[src/rtl/burst_addr_gen.sv]
module burst_addr_gen #(
  parameter int ADDR_W = 19,
  parameter int BEAT_W = 2
) (
  input  logic              clk,
  input  logic              rst_n,
  input  logic              start_p,
  input  logic              start_c,
  input  logic              adv_n,
  input  logic              order_sel,
  input  logic [ADDR_W-1:0] addr_in,
  output logic [ADDR_W-1:0] addr_out
);
  localparam int HI_W = ADDR_W - BEAT_W;

  logic              load;
  logic [ADDR_W-1:0] base_q;
  logic [BEAT_W-1:0] beat_q;
  logic [BEAT_W-1:0] base_lo;
  logic [BEAT_W-1:0] lin_lo;
  logic [BEAT_W-1:0] ilv_lo;

  assign load    = start_p | start_c;
  assign base_lo = base_q[BEAT_W-1:0];
  assign lin_lo  = base_lo + beat_q;
  assign ilv_lo  = base_lo ^ beat_q;

  always_ff @(posedge clk) begin
    if (!rst_n) begin
      base_q <= '0;
      beat_q <= '0;
    end else if (load) begin
      base_q <= addr_in;
      beat_q <= '0;
    end else if (!adv_n) begin
      beat_q <= beat_q + 1'b1;
    end
  end

  assign addr_out = {base_q[ADDR_W-1 -: HI_W], order_sel ? ilv_lo : lin_lo};
endmodule


[config.mk]
export PLATFORM = sky130hd
export DESIGN_NAME = burst_addr_gen
export DESIGN_NICKNAME = d
export VERILOG_FILES = /design/src/rtl/burst_addr_gen.sv
export SDC_FILE = /design/constraint.sdc
export NUM_CORES = 1
export LEC_CHECK = 0
export BUFFER_PORTS_ARGS = -buffer_cell sky130_fd_sc_hd__buf_2
export CAP_MARGIN = 25
export CORE_MARGIN = 2
export CORE_UTILIZATION = 45
export DETAILED_ROUTE_END_ITERATION = 12
export GPL_TIMING_DRIVEN = 0
export PLACE_DENSITY = 0.88
export SETUP_SLACK_MARGIN = 0.5
export SYNTH_ARGS = -nofsm -noshare
export SYNTH_HDL_FRONTEND = slang
export SYNTH_SLANG_ARGS = --single-unit
[constraint.sdc]
create_clock -name clk -period 1.25 [get_ports clk]
set_clock_uncertainty 0.05 [all_clocks]
set_input_delay 0.25 -clock clk [delete_from_list [all_inputs] [get_ports clk]]
set_output_delay 0.25 -clock clk [all_outputs]
set_load 0.02 [all_outputs]
# == After elaboration in Yosys (flattened, before gate mapping) ==
# Cells that the tools add are included.
# word_totals
ff_bits,21
latchBits,0
ramBits,0
mem_bits_ro,0
in_bits,25
out_inout_bits,19
word_cells,9
mem_count,0
# classes
n_addsub,2
multipliers,0
div_mod_pow,0
magnitude_cmp,0
n_eq_ne,0
shifts,0
muxes,1
bitwise_logic,3
reduce_logical,1
# op_table
cell,n
2-bit by 1-bit adder with 2-bit output (second input constant),1
2-bit adder,1
2-bit 2-to-1 mux,1
2-bit OR reduction,1
2-bit bitwise XOR,1
1-bit NOT,1
1-bit bitwise OR,1

# == Longest topological paths before layout ==
# Gate-level depths: netlist (run 1).
# depth
word_depth,2
mapped_depth,5
ltp_nobuf,3

# == Worst setup path before layout (run 1) ==
# Ideal clock, no wire load.
# synth_path
kind,reg-to-output
start,register base_q[0]
end,output addr_out[1]
arrival_time_ns,0.971
t_required_ns,0.950
slack_ns,-0.021
stages_incl_launch_ff,4
n_path_buf,0
cell_sequence,dfxtp_1 -> ha_1 -> nor2b_1 -> xnor2_1
# synth_via
elab_chain_cells,2
# synth_lines
element,line_no,source
"start, declared",17,logic [ADDR_W-1:0] base_q;
"start signal, assigned",33,base_q <= addr_in;
2-bit adder,25,assign lin_lo = base_lo + beat_q;
2-bit 2-to-1 mux,40,"assign addr_out = {base_q[ADDR_W-1 -: HI_W], order_sel ? ilv_lo : lin_lo};"
"end, declared",12,output logic [ADDR_W-1:0] addr_out
# Every way passes these cells.

# == Worst setup path after layout (run 1) ==
# Ends and elaborated chain as after synthesis.

==> results of run 1 <==
## registers in the layout, indices dropped and copies added, names as in the netlist
name    flops
base_q     19
beat_q      2
## cell families after synthesis
logic type | count (synthesis) | share of synthesized area (%)
AND/OR/NAND/NOR | 46 | 19.24
flip-flops | 21 | 43.98
AO/OA/AOI/OAI | 19 | 14.92
adder cells (fa/ha/maj) | 1 | 1.309
buffers and inverters | 23 | 17.80
XOR/XNOR | 3 | 2.749
## synth_stat cells
cell      count
a21boi_0      9
buf_4        18
xnor2_1       3
nor2b_1       3
ha_1          1
nor2_1        2
dfxtp_1      21
nor3_1        1
buf_6         2
nand2_1      39
buf_2         1
or2_1         1
clkbuf_1      2
a21boi_1     10
## worst paths after layout
| path | from | to | depth (start not counted) |
|---|---|---|---|
| max | base_q[0] | addr_out[1] | 4 |
| min | addr_in[4] | base_q[4] | 3 |
| max reg2reg | beat_q[0] | beat_q[1] | 4 |
| min reg2reg | base_q[11] | base_q[11] | 2 |
## where the power goes
group          switching (mW)  internal [mW]  leakage, nW
combinational           0.209          0.266        0.594
clock                   0.204          0.124       0.0150
sequential             0.0302          0.716        0.180
total                   0.443           1.11        0.789
## per-layer routing
layer | global-route usage, % | share of wire, % | vias to the layer above | wire, um
li1 | - | - | 444 | -
met1 | 21.25 | 34 | 444 | 1109
met2 | 42.32 | 56 | 63 | 1793
met3 | 5.455 | 7.1 | 10 | 230
met4 | 5.556 | 2.9 | 0 | 93
met5 | 0 | 0 | - | 0
## area by class of cell
cell class / instances / area, sq um / share of cell area [%]
multi-input cells: 69 / 604.3 / 34.11
flip-flops and latches: 21 / 444.2 / 25.07
repair buffers: 47 / 420.4 / 23.73
plain buffers: 23 / 242.7 / 13.70
well taps: 27 / 33.78 / 1.907
clock buffers: 4 / 26.28 / 1.483
## metrics by stage
| stage | setup WS [ps] | utilization [%] | hold slack, ps | area (sq um) | TNS [ps] |
|---|---|---|---|---|---|
| after floorplan | 149.3 | - | 334.1 | 1022 | 0 |
| after global placement | 32.45 | 63.89 | 391.0 | 1266 | 0 |
| after detailed placement | -5.683 | 63.89 | 396.8 | 1266 | -5.683 |
| after CTS | -293.4 | 81.50 | 119.2 | 1615 | -360.5 |
| after global routing | -368.7 | 89.39 | 121.0 | 1772 | -465.6 |
| final | -322.5 | 89.39 | 126.1 | 1772 | -385.8 |
## worst max-delay path: cells and delay by family (launching register included)
family,cells,cell delay [ps]
flip-flops,1,370
AND/OR/NAND/NOR,1,190
XOR/XNOR,1,140
buffers and inverters,1,140
adder cells (fa/ha/maj),1,130
## timing repair
action	4_1_cts	5_1_grt
buffers inserted	3	0
cloned	1	1
endpoints found under the setup margin	31	40
pin swaps	25	25
gates resized for setup	98	30
==> metrics.cfg, run 1 <==
[run_status]
outcome = finished with violations
violations_in_the_final_reports = negative setup slack

[setup_path]
crit_required_ps = 950
crit_path_top_delay_cell = dfxtp_2
path_class = register to primary output
timing.critical_path.from_type = register
ordered_list_of_cells_on_the_worst_path = ha_4 > nor2b_4 > xnor2_4 > buf_6
setup.worst_path.end_class = primary output
reg2reg_setup_slack_ps = 290
crit_path_max_fanout = 2
worstPathArrival_ps = 1270
max_stage_delay_ps = 370

[clock_tree]
ctsHoldBuffers = 0
ctsRootBufferMaster = clkbuf_4
tritoncts = done
cts_max_level = 1
cts.sink_count = 21
insertion_delay_ps = 300
clock_path_buffers = 2
cts-buffers-inserted = 3
worst_setup_hold_path_clk_slew_ps = 120

[global_route]
track_usage_pct = 21.32
antenna_found_initial = 0
number_of_global_route_vias_before_repair = 933
grt_first_pass_wirelength_mm = 3.981
grt_overflow_total = 0
largest_net_degree_at_the_start_of_global_routing = 12

[flow_run]
maxCapViolCount = 0

[floorplan]
boundaryPins = 44
die_area_sq_mm = 0.002509
placeableCoreArea_sq_mm = 0.001982
initial_core_util_pct = 48.23
die_h_um = 50.09
fp.dieW_um = 50.09
num_rows = 16

[place]
io_buffer_count = 42
placedCellCount = 182
place_hpwl_mm = 1.461
gp_routability_congestion = 0.6924

[timing]
report.final.hold_viol_count = 0
post-route-worst-setup-slack_ps = -322.5
timing.fmax_mhz = 635.9
minimum_period_implied_by_the_final_worst_setup_slack_ps = 1573
setup_violations_final = 2
unrepaired_setup_endpoints_after_global_routing = true
period_utilization_pct = 125.8
report.final.slew_viol_count = 0
max_slew_margin_pct = 76.76
worst_pin_slew_ps = 348.6

[synthesis]
synth-seq-cells = 21
synth.top_cell.area_share_pct = 43.98
postSynthNetCount = 139
distinct_cell_type_count_of_the_synthesized_netlist = 14
synth.yosys.seq_area_share_pct = 43.98
synthesis.area_per_instance_sq_um = 8.459
syn-cell-area_sq_um = 955.9
synth_top_cell_by_area = dfxtp_1
netlist_top_cells_area = dfxtp_1 44%, nand2_1 15%, buf_4 14%
synthCells = 113
synthesis.yosys.warnings = 0

[route]
drt.antenna.violating_nets = 0
via_count = 961
first_iter_violations = 14
avgRoutedWirePerCell_um = 16.90
post-route-drc-count = 0
route.detailed.vias_per_inst = 5.031
wl_mm = 3.227
detailedRoute.firstPassIterationCount = 4

[cells_and_area]
post_route_cells_drive_above_1_share_pct = 81.71
final_common_cell = buf_6
antenna_cells = 0
nNetsFinal = 191
final_cell_count_no_fill = 191
syn2layout_area_growth_pct = 85.34
mostFrequentLayoutCells = 39 x buf_6, 22 x buf_2, 19 x nand2_1, 19 x dfxtp_2, 14 x a21boi_2
fill_cells = 86

[pwr]
static-leakage-power_nw = 0.7885
max-vdd-ir-drop_uv = 827.2
post-layout-total-power_mw = 1.548
power.density_mw_per_mm2 = 874.0

[hold_path]
timing.hold.worst.class = input pin to register

Note: power is estimated with default switching activity, not from simulation.
==> inputs of run 2 (changes only) <==
Settings changed: PLACE_DENSITY 0.88 to default, PLACE_DENSITY_LB_ADDON from default to 0.12.
==> metrics.cfg, run 2 (synthesis results as in run 1) <==
[setup_path]
setup.worst_path.end_class = primary output  ; unchanged
reg2reg_setup_slack_ps = 190  ; was 290 ps
crit_path_top_delay_cell = dfxtp_4  ; was dfxtp_2
worstPathArrival_ps = 1240  ; was 1270 ps
ordered_list_of_cells_on_the_worst_path = ha_4 > nor2b_4 > xnor2_4 > buf_6  ; unchanged
max_stage_delay_ps = 380  ; was 370 ps
crit_required_ps = 950  ; about the same
timing.critical_path.from_type = register  ; unchanged
crit_path_max_fanout = 2  ; unchanged
path_class = register to primary output  ; unchanged

[timing]
worst_pin_slew_ps = 343.3  ; was 348.6 ps
report.final.slew_viol_count = 0  ; unchanged
minimum_period_implied_by_the_final_worst_setup_slack_ps = 1537  ; was 1573 ps
max_slew_margin_pct = 77.11  ; was 76.76%
unrepaired_setup_endpoints_after_global_routing = true  ; unchanged
post-route-worst-setup-slack_ps = -286.6  ; was -322.5 ps
setup_violations_final = 2  ; unchanged
setup_tns_ps = -383.2  ; was -385.8 ps
period_utilization_pct = 122.9  ; was 125.8%
report.final.hold_viol_count = 0  ; unchanged
timing.fmax_mhz = 650.8  ; was 635.9 MHz

[floorplan]
die_h_um = 50.09  ; unchanged
num_rows = 16  ; unchanged
initial_core_util_pct = 48.23  ; unchanged
placeableCoreArea_sq_mm = 0.001982  ; unchanged
fp.dieW_um = 50.09  ; unchanged
boundaryPins = 44  ; unchanged
die_area_sq_mm = 0.002509  ; unchanged

[pwr]
static-leakage-power_nw = 0.7960  ; was 0.7885 nW
max-vdd-ir-drop_uv = 661.5  ; was 827.2 uV
power.density_mw_per_mm2 = 880.3  ; was 874.0 mW/mm^2

[clock_tree]
ctsRootBufferMaster = clkbuf_4  ; unchanged
ctsHoldBuffers = 0  ; unchanged
tritoncts = done  ; unchanged
clock_path_buffers = 2  ; unchanged
insertion_delay_ps = 310  ; was 300 ps
cts_max_level = 1  ; unchanged
cts-buffers-inserted = 3  ; unchanged
cts.sink_count = 21  ; unchanged
worst_setup_hold_path_clk_slew_ps = 120  ; about the same

[run_status]
outcome = finished with violations  ; unchanged
violations_in_the_final_reports = negative setup slack  ; unchanged

[flow_run]
maxCapViolCount = 0  ; unchanged

[global_route]
grt_first_pass_wirelength_mm = 4.278  ; was 3.981 mm
grt_overflow_total = 0  ; unchanged
globalRouteMet2Util_pct = 46.05  ; was 42.32%
track_usage_pct = 22.97  ; was 21.32%
antenna_found_initial = 0  ; unchanged
number_of_global_route_vias_before_repair = 1012  ; was 933
global_route.usage.met1_pct = 21.80  ; was 21.25%
largest_net_degree_at_the_start_of_global_routing = 12  ; unchanged
global_route.usage.met3_pct = 4.545  ; was 5.455%
busiest_layer = met2  ; unchanged

[cells_and_area]
nNetsFinal = 196  ; was 191
largestRegisters = base_q x19, beat_q x2  ; unchanged
max_flop_register = base_q  ; unchanged
post_route_cells_drive_above_1_share_pct = 77.51  ; was 81.71%
finish.instance_area_sq_mm = 0.001749  ; was 0.001772 sq mm
mostFrequentLayoutCells = 44 x buf_6, 22 x buf_2, 19 x nand2_1  ; was 39 x buf_6, 22 x buf_2, 19 x nand2_1, 19 x dfxtp_2, 14 x a21boi_2
largest_register_ffs = 19  ; unchanged
final_common_cell = buf_6  ; unchanged
syn2layout_area_growth_pct = 82.98  ; was 85.34%
antenna_cells = 0  ; unchanged

[place]
place_hpwl_mm = 1.416  ; was 1.461 mm
dp_slack_ps = 4.302  ; was -5.683 ps
io_buffer_count = 42  ; unchanged
dpl_cell_area_sq_mm = 0.001266  ; unchanged
gp_routability_congestion = 0.6833  ; was 0.6924

[route]
drt.antenna.violating_nets = 0  ; unchanged
wl_mm = 2.977  ; was 3.227 mm
detailedRoute.firstPassIterationCount = 4  ; unchanged
via_count = 947  ; was 961
first_iter_violations = 10  ; was 14
post-route-drc-count = 0  ; unchanged
route.detailed.vias_per_inst = 4.832  ; was 5.031
avgRoutedWirePerCell_um = 15.19  ; was 16.90 um

[hold_path]
timing.hold.worst.class = input pin to register  ; unchanged

-- run 2: cell count changes in the layout (fill, tap and decap cells not counted), moves of 5 or more --
cell	previous run	this run
a21boi_1	5	12
a21boi_2	14	7
nand2_2	8	14
nand2_4	12	6
buf_6	39	44
-- run 2: path summary, 6_finish.rpt --
check | start | end | depth (start not counted)
max reg2reg | beat_q[0] | beat_q[0] | 5
max | beat_q[0] | addr_out[1] | 4
min | addr_in[5] | base_q[5] | 3
min reg2reg | base_q[5] | base_q[5] | 2
-- run 2: metrics by stage --
stage	std cells	utilization, %	power [mW]	hold slack [ps]
global placement	182	63.89	1.021	389.8
CTS	192	82.01	1.489	109.5
floorplan	113	-	0.9391	334.1
finish	196	88.26	1.540	113.8
global route	196	88.26	1.599	104.0
detailed placement	182	63.89	1.029	395.3
-- run 2: critical path, delay by kind of cell (launching register included) --
| family | cells | cell delay, ps |
|---|---|---|
| flip-flops | 1 | 380 |
| XOR/XNOR | 1 | 130 |
| adder cells (fa/ha/maj) | 1 | 120 |
| buffers and inverters | 1 | 130 |
| AND/OR/NAND/NOR | 1 | 180 |
-- run 2: repair_timing --
item | 4_1_cts | 5_1_grt
gates cloned | 1 | 0
pin swaps | 16 | 11
resized for setup | 101 | 23
setup buffers | 5 | 4
endpoints found under the setup margin | 31 | 39
-- run 2: report_power, final --
group	switching (mW)	total (mW)	internal (mW)
Clock	0.213	0.337	0.125
Combinational	0.195	0.458	0.262
Sequential	0.0308	0.745	0.714
-- run 2: layout make-up --
class / instances / area [sq um]
Clock buffer: 4 / 26.28
Buffer: 23 / 242.7
Fill cell: 98 / 232.7
Tap cell: 27 / 33.78
Timing Repair Buffer: 52 / 454.2
Multi-Input combinational cell: 69 / 545.5
Sequential cell: 21 / 446.7
-- run 2: per-layer routing --
| layer | vias to the layer above | share of wire [%] | wire, um |
|---|---|---|---|
| met5 | - | 0 | 0 |
| met4 | 0 | 3.4 | 102 |
| met3 | 11 | 4.4 | 130 |
| met2 | 38 | 55 | 1636 |
| met1 | 446 | 37 | 1109 |
| li1 | 452 | - | - |
==> inputs of run 3 (changes only) <==
Settings changed: CORE_UTILIZATION 45 to 35.
==> metrics.cfg, run 3 (synthesis results as in run 1) <==
[setup_path]
reg2reg_depth = 5  ; unchanged
timing.critical_path.from_type = register  ; unchanged
crit_path_top_delay_cell = dfxtp_4  ; unchanged
crit_path_max_fanout = 2  ; unchanged
max_stage_delay_ps = 380  ; about the same
path_class = register to primary output  ; unchanged
setup.worst_path.end_class = primary output  ; unchanged
crit_required_ps = 950  ; about the same
ordered_list_of_cells_on_the_worst_path = ha_4 > nor2b_4 > xnor2_4 > buf_6  ; unchanged
worstPathArrival_ps = 1260  ; was 1240 ps

[global_route]
largest_net_degree_at_the_start_of_global_routing = 13  ; was 12
track_usage_pct = 14.55  ; was 22.97%
grt_first_pass_wirelength_mm = 3.629  ; was 4.278 mm
antenna_found_initial = 0  ; unchanged
number_of_global_route_vias_before_repair = 872  ; was 1,012
grt_overflow_total = 0  ; unchanged

[cells_and_area]
finish.instance_area_sq_mm = 0.001805  ; was 0.001749 sq mm
nNetsFinal = 196  ; unchanged
largestRegisters = base_q x19, beat_q x2  ; unchanged
seqCellArea_sq_um = 446.7  ; unchanged
largest_register_ffs = 19  ; unchanged
mostFrequentLayoutCells = 43 x buf_6, 21 x nand2_1, 21 x buf_2  ; was 44 x buf_6, 22 x buf_2, 19 x nand2_1
syn2layout_area_growth_pct = 88.87  ; was 82.98%
max_flop_register = base_q  ; unchanged
area_of_the_multi_input_gates_sq_um = 580.6  ; was 545.5 sq um
post_route_cells_drive_above_1_share_pct = 79.29  ; was 77.51%
final_common_cell = buf_6  ; unchanged
antenna_cells = 0  ; unchanged
fill_cells = 207  ; was 98

[run_status]
outcome = finished with violations  ; unchanged
violations_in_the_final_reports = negative setup slack  ; unchanged

[timing]
worst_pin_slew_ps = 316.4  ; was 343.3 ps
max_slew_margin_pct = 78.91  ; was 77.11%
report.final.slew_viol_count = 0  ; unchanged
setup_violations_final = 2  ; unchanged
post-route-worst-setup-slack_ps = -308.4  ; was -286.6 ps
timing.fmax_mhz = 641.7  ; was 650.8 MHz
unrepaired_setup_endpoints_after_global_routing = true  ; unchanged
setup_tns_ps = -405.2  ; was -383.2 ps
report.final.hold_viol_count = 0  ; unchanged
fin_worst_hold_slack_ps = 105.3  ; was 113.8 ps
minimum_period_implied_by_the_final_worst_setup_slack_ps = 1558  ; was 1537 ps
period_utilization_pct = 124.7  ; was 122.9%

[pwr]
clockPowerShare_pct = 21.9  ; about the same
sw_frac_of_total_pct = 28.10  ; was 28.49%
post-layout-total-power_mw = 1.540  ; about the same
static-leakage-power_nw = 0.8140  ; was 0.7960 nW
power.sequential.fraction_pct = 48.2  ; was 48.4%
p_int_mw = 1.107  ; was 1.101 mW
max-vdd-ir-drop_uv = 814.8  ; was 661.5 uV
share_comb_of_total_power_pct = 29.9  ; was 29.7%
power.density_mw_per_mm2 = 853.0  ; was 880.3 mW/mm^2
power.switching_mw = 0.4328  ; was 0.4387 mW

[route]
detailedRoute.firstPassIterationCount = 2  ; was 4
drt.antenna.violating_nets = 0  ; unchanged
via_count = 894  ; was 947
route.detailed.vias_per_inst = 4.492  ; was 4.832
first_iter_violations = 3  ; was 10
avgRoutedWirePerCell_um = 11.30  ; was 15.19 um
wl_mm = 2.249  ; was 2.977 mm
post-route-drc-count = 0  ; unchanged

[clock_tree]
insertion_delay_ps = 310  ; about the same
ctsRootBufferMaster = clkbuf_4  ; unchanged
cts-buffers-inserted = 3  ; unchanged
cts.sink_count = 21  ; unchanged
cts_max_level = 1  ; unchanged
tritoncts = done  ; unchanged
worst_setup_hold_path_clk_slew_ps = 130  ; was 120 ps
ctsHoldBuffers = 0  ; unchanged
clock_path_buffers = 2  ; unchanged

[floorplan]
placeableCoreArea_sq_mm = 0.002522  ; was 0.001982 sq mm
die_area_sq_mm = 0.003165  ; was 0.002509 sq mm
initial_core_util_pct = 37.90  ; was 48.23%
num_rows = 18  ; was 16
boundaryPins = 44  ; unchanged
die_h_um = 56.26  ; was 50.09 um
fp.dieW_um = 56.26  ; was 50.09 um

[place]
gp_routability_congestion = 0.6562  ; was 0.6833
dp_slack_ps = -2.259  ; was 4.302 ps
io_buffer_count = 42  ; unchanged
place_hpwl_mm = 1.477  ; was 1.416 mm
dpl_cell_area_sq_mm = 0.001270  ; was 0.001266 sq mm

[hold_path]
hold_depth = 3  ; unchanged
timing.hold.worst.class = input pin to register  ; unchanged

[flow_run]
maxCapViolCount = 0  ; unchanged

## run 3: changes by cell type in the layout (fill, tap and decap cells not counted), moves of 2 or more
| cell | delta |
|---|---|
| nand2_4 | +5 |
| buf_8 | -2 |
| a21boi_2 | +4 |
| buf_4 | +2 |
| nand2_1 | +2 |
| nand2_2 | -7 |
| a21boi_1 | -4 |
## run 3: critical path: cells and delay by family, from the launching register on
kind          cells  cell delay (ps)
simple gates      1              180
flops             1              380
buf+inv           1              130
xor+xnor          1              130
fa+ha+maj         1              120
## run 3: power groups by stage
stage / Clock, mW / Sequential [mW] / Combinational [mW]
2_1_floorplan: 0 / 0.741 / 0.198
3_3_place_gp: 0 / 0.744 / 0.278
3_5_place_dp: 0 / 0.746 / 0.284
4_1_cts: 0.353 / 0.743 / 0.414
5_1_grt: 0.393 / 0.747 / 0.490
6_report: 0.338 / 0.742 / 0.460
## run 3: final timing paths
path / start / to / slack, ps
setup / recovery: base_q[0] / addr_out[1] / -310
hold / removal: addr_in[13] / base_q[13] / 110
setup reg to reg: beat_q[0] / beat_q[0] / 180
hold reg to reg: base_q[2] / base_q[2] / 410
## run 3: layout make-up
type | instances | area share [%]
plain buffers | 23 | 13.79
well taps | 30 | 2.079
flip-flops and latches | 21 | 24.74
clock inverters | 1 | 0.2772
multi-input cells | 69 | 32.16
clock buffers | 3 | 1.247
repair buffers | 52 | 25.71
## run 3: per-layer routing
metal | global-route usage [%] | vias to the layer above | routed length (um)
met5 | 0 | - | 0
met4 | 6.122 | 0 | 45
met3 | 3.917 | 5 | 158
met2 | 26.89 | 28 | 1160
met1 | 15.36 | 409 | 884
li1 | - | 452 | -
## run 3: what timing repair did
item,in CTS,in global routing
pin swaps,18,18
endpoints found under the hold margin,0,0
gates cloned,1,0
buffers inserted,5,4
endpoints found under the setup margin,31,39
gates resized for setup,96,29
## run 3: stage by stage
stage,util (%),std cells
after floorplan,-,113
after global placement,50.35,185
after detailed placement,50.35,185
after CTS,65.48,195
after global routing,71.58,199
final,71.58,199
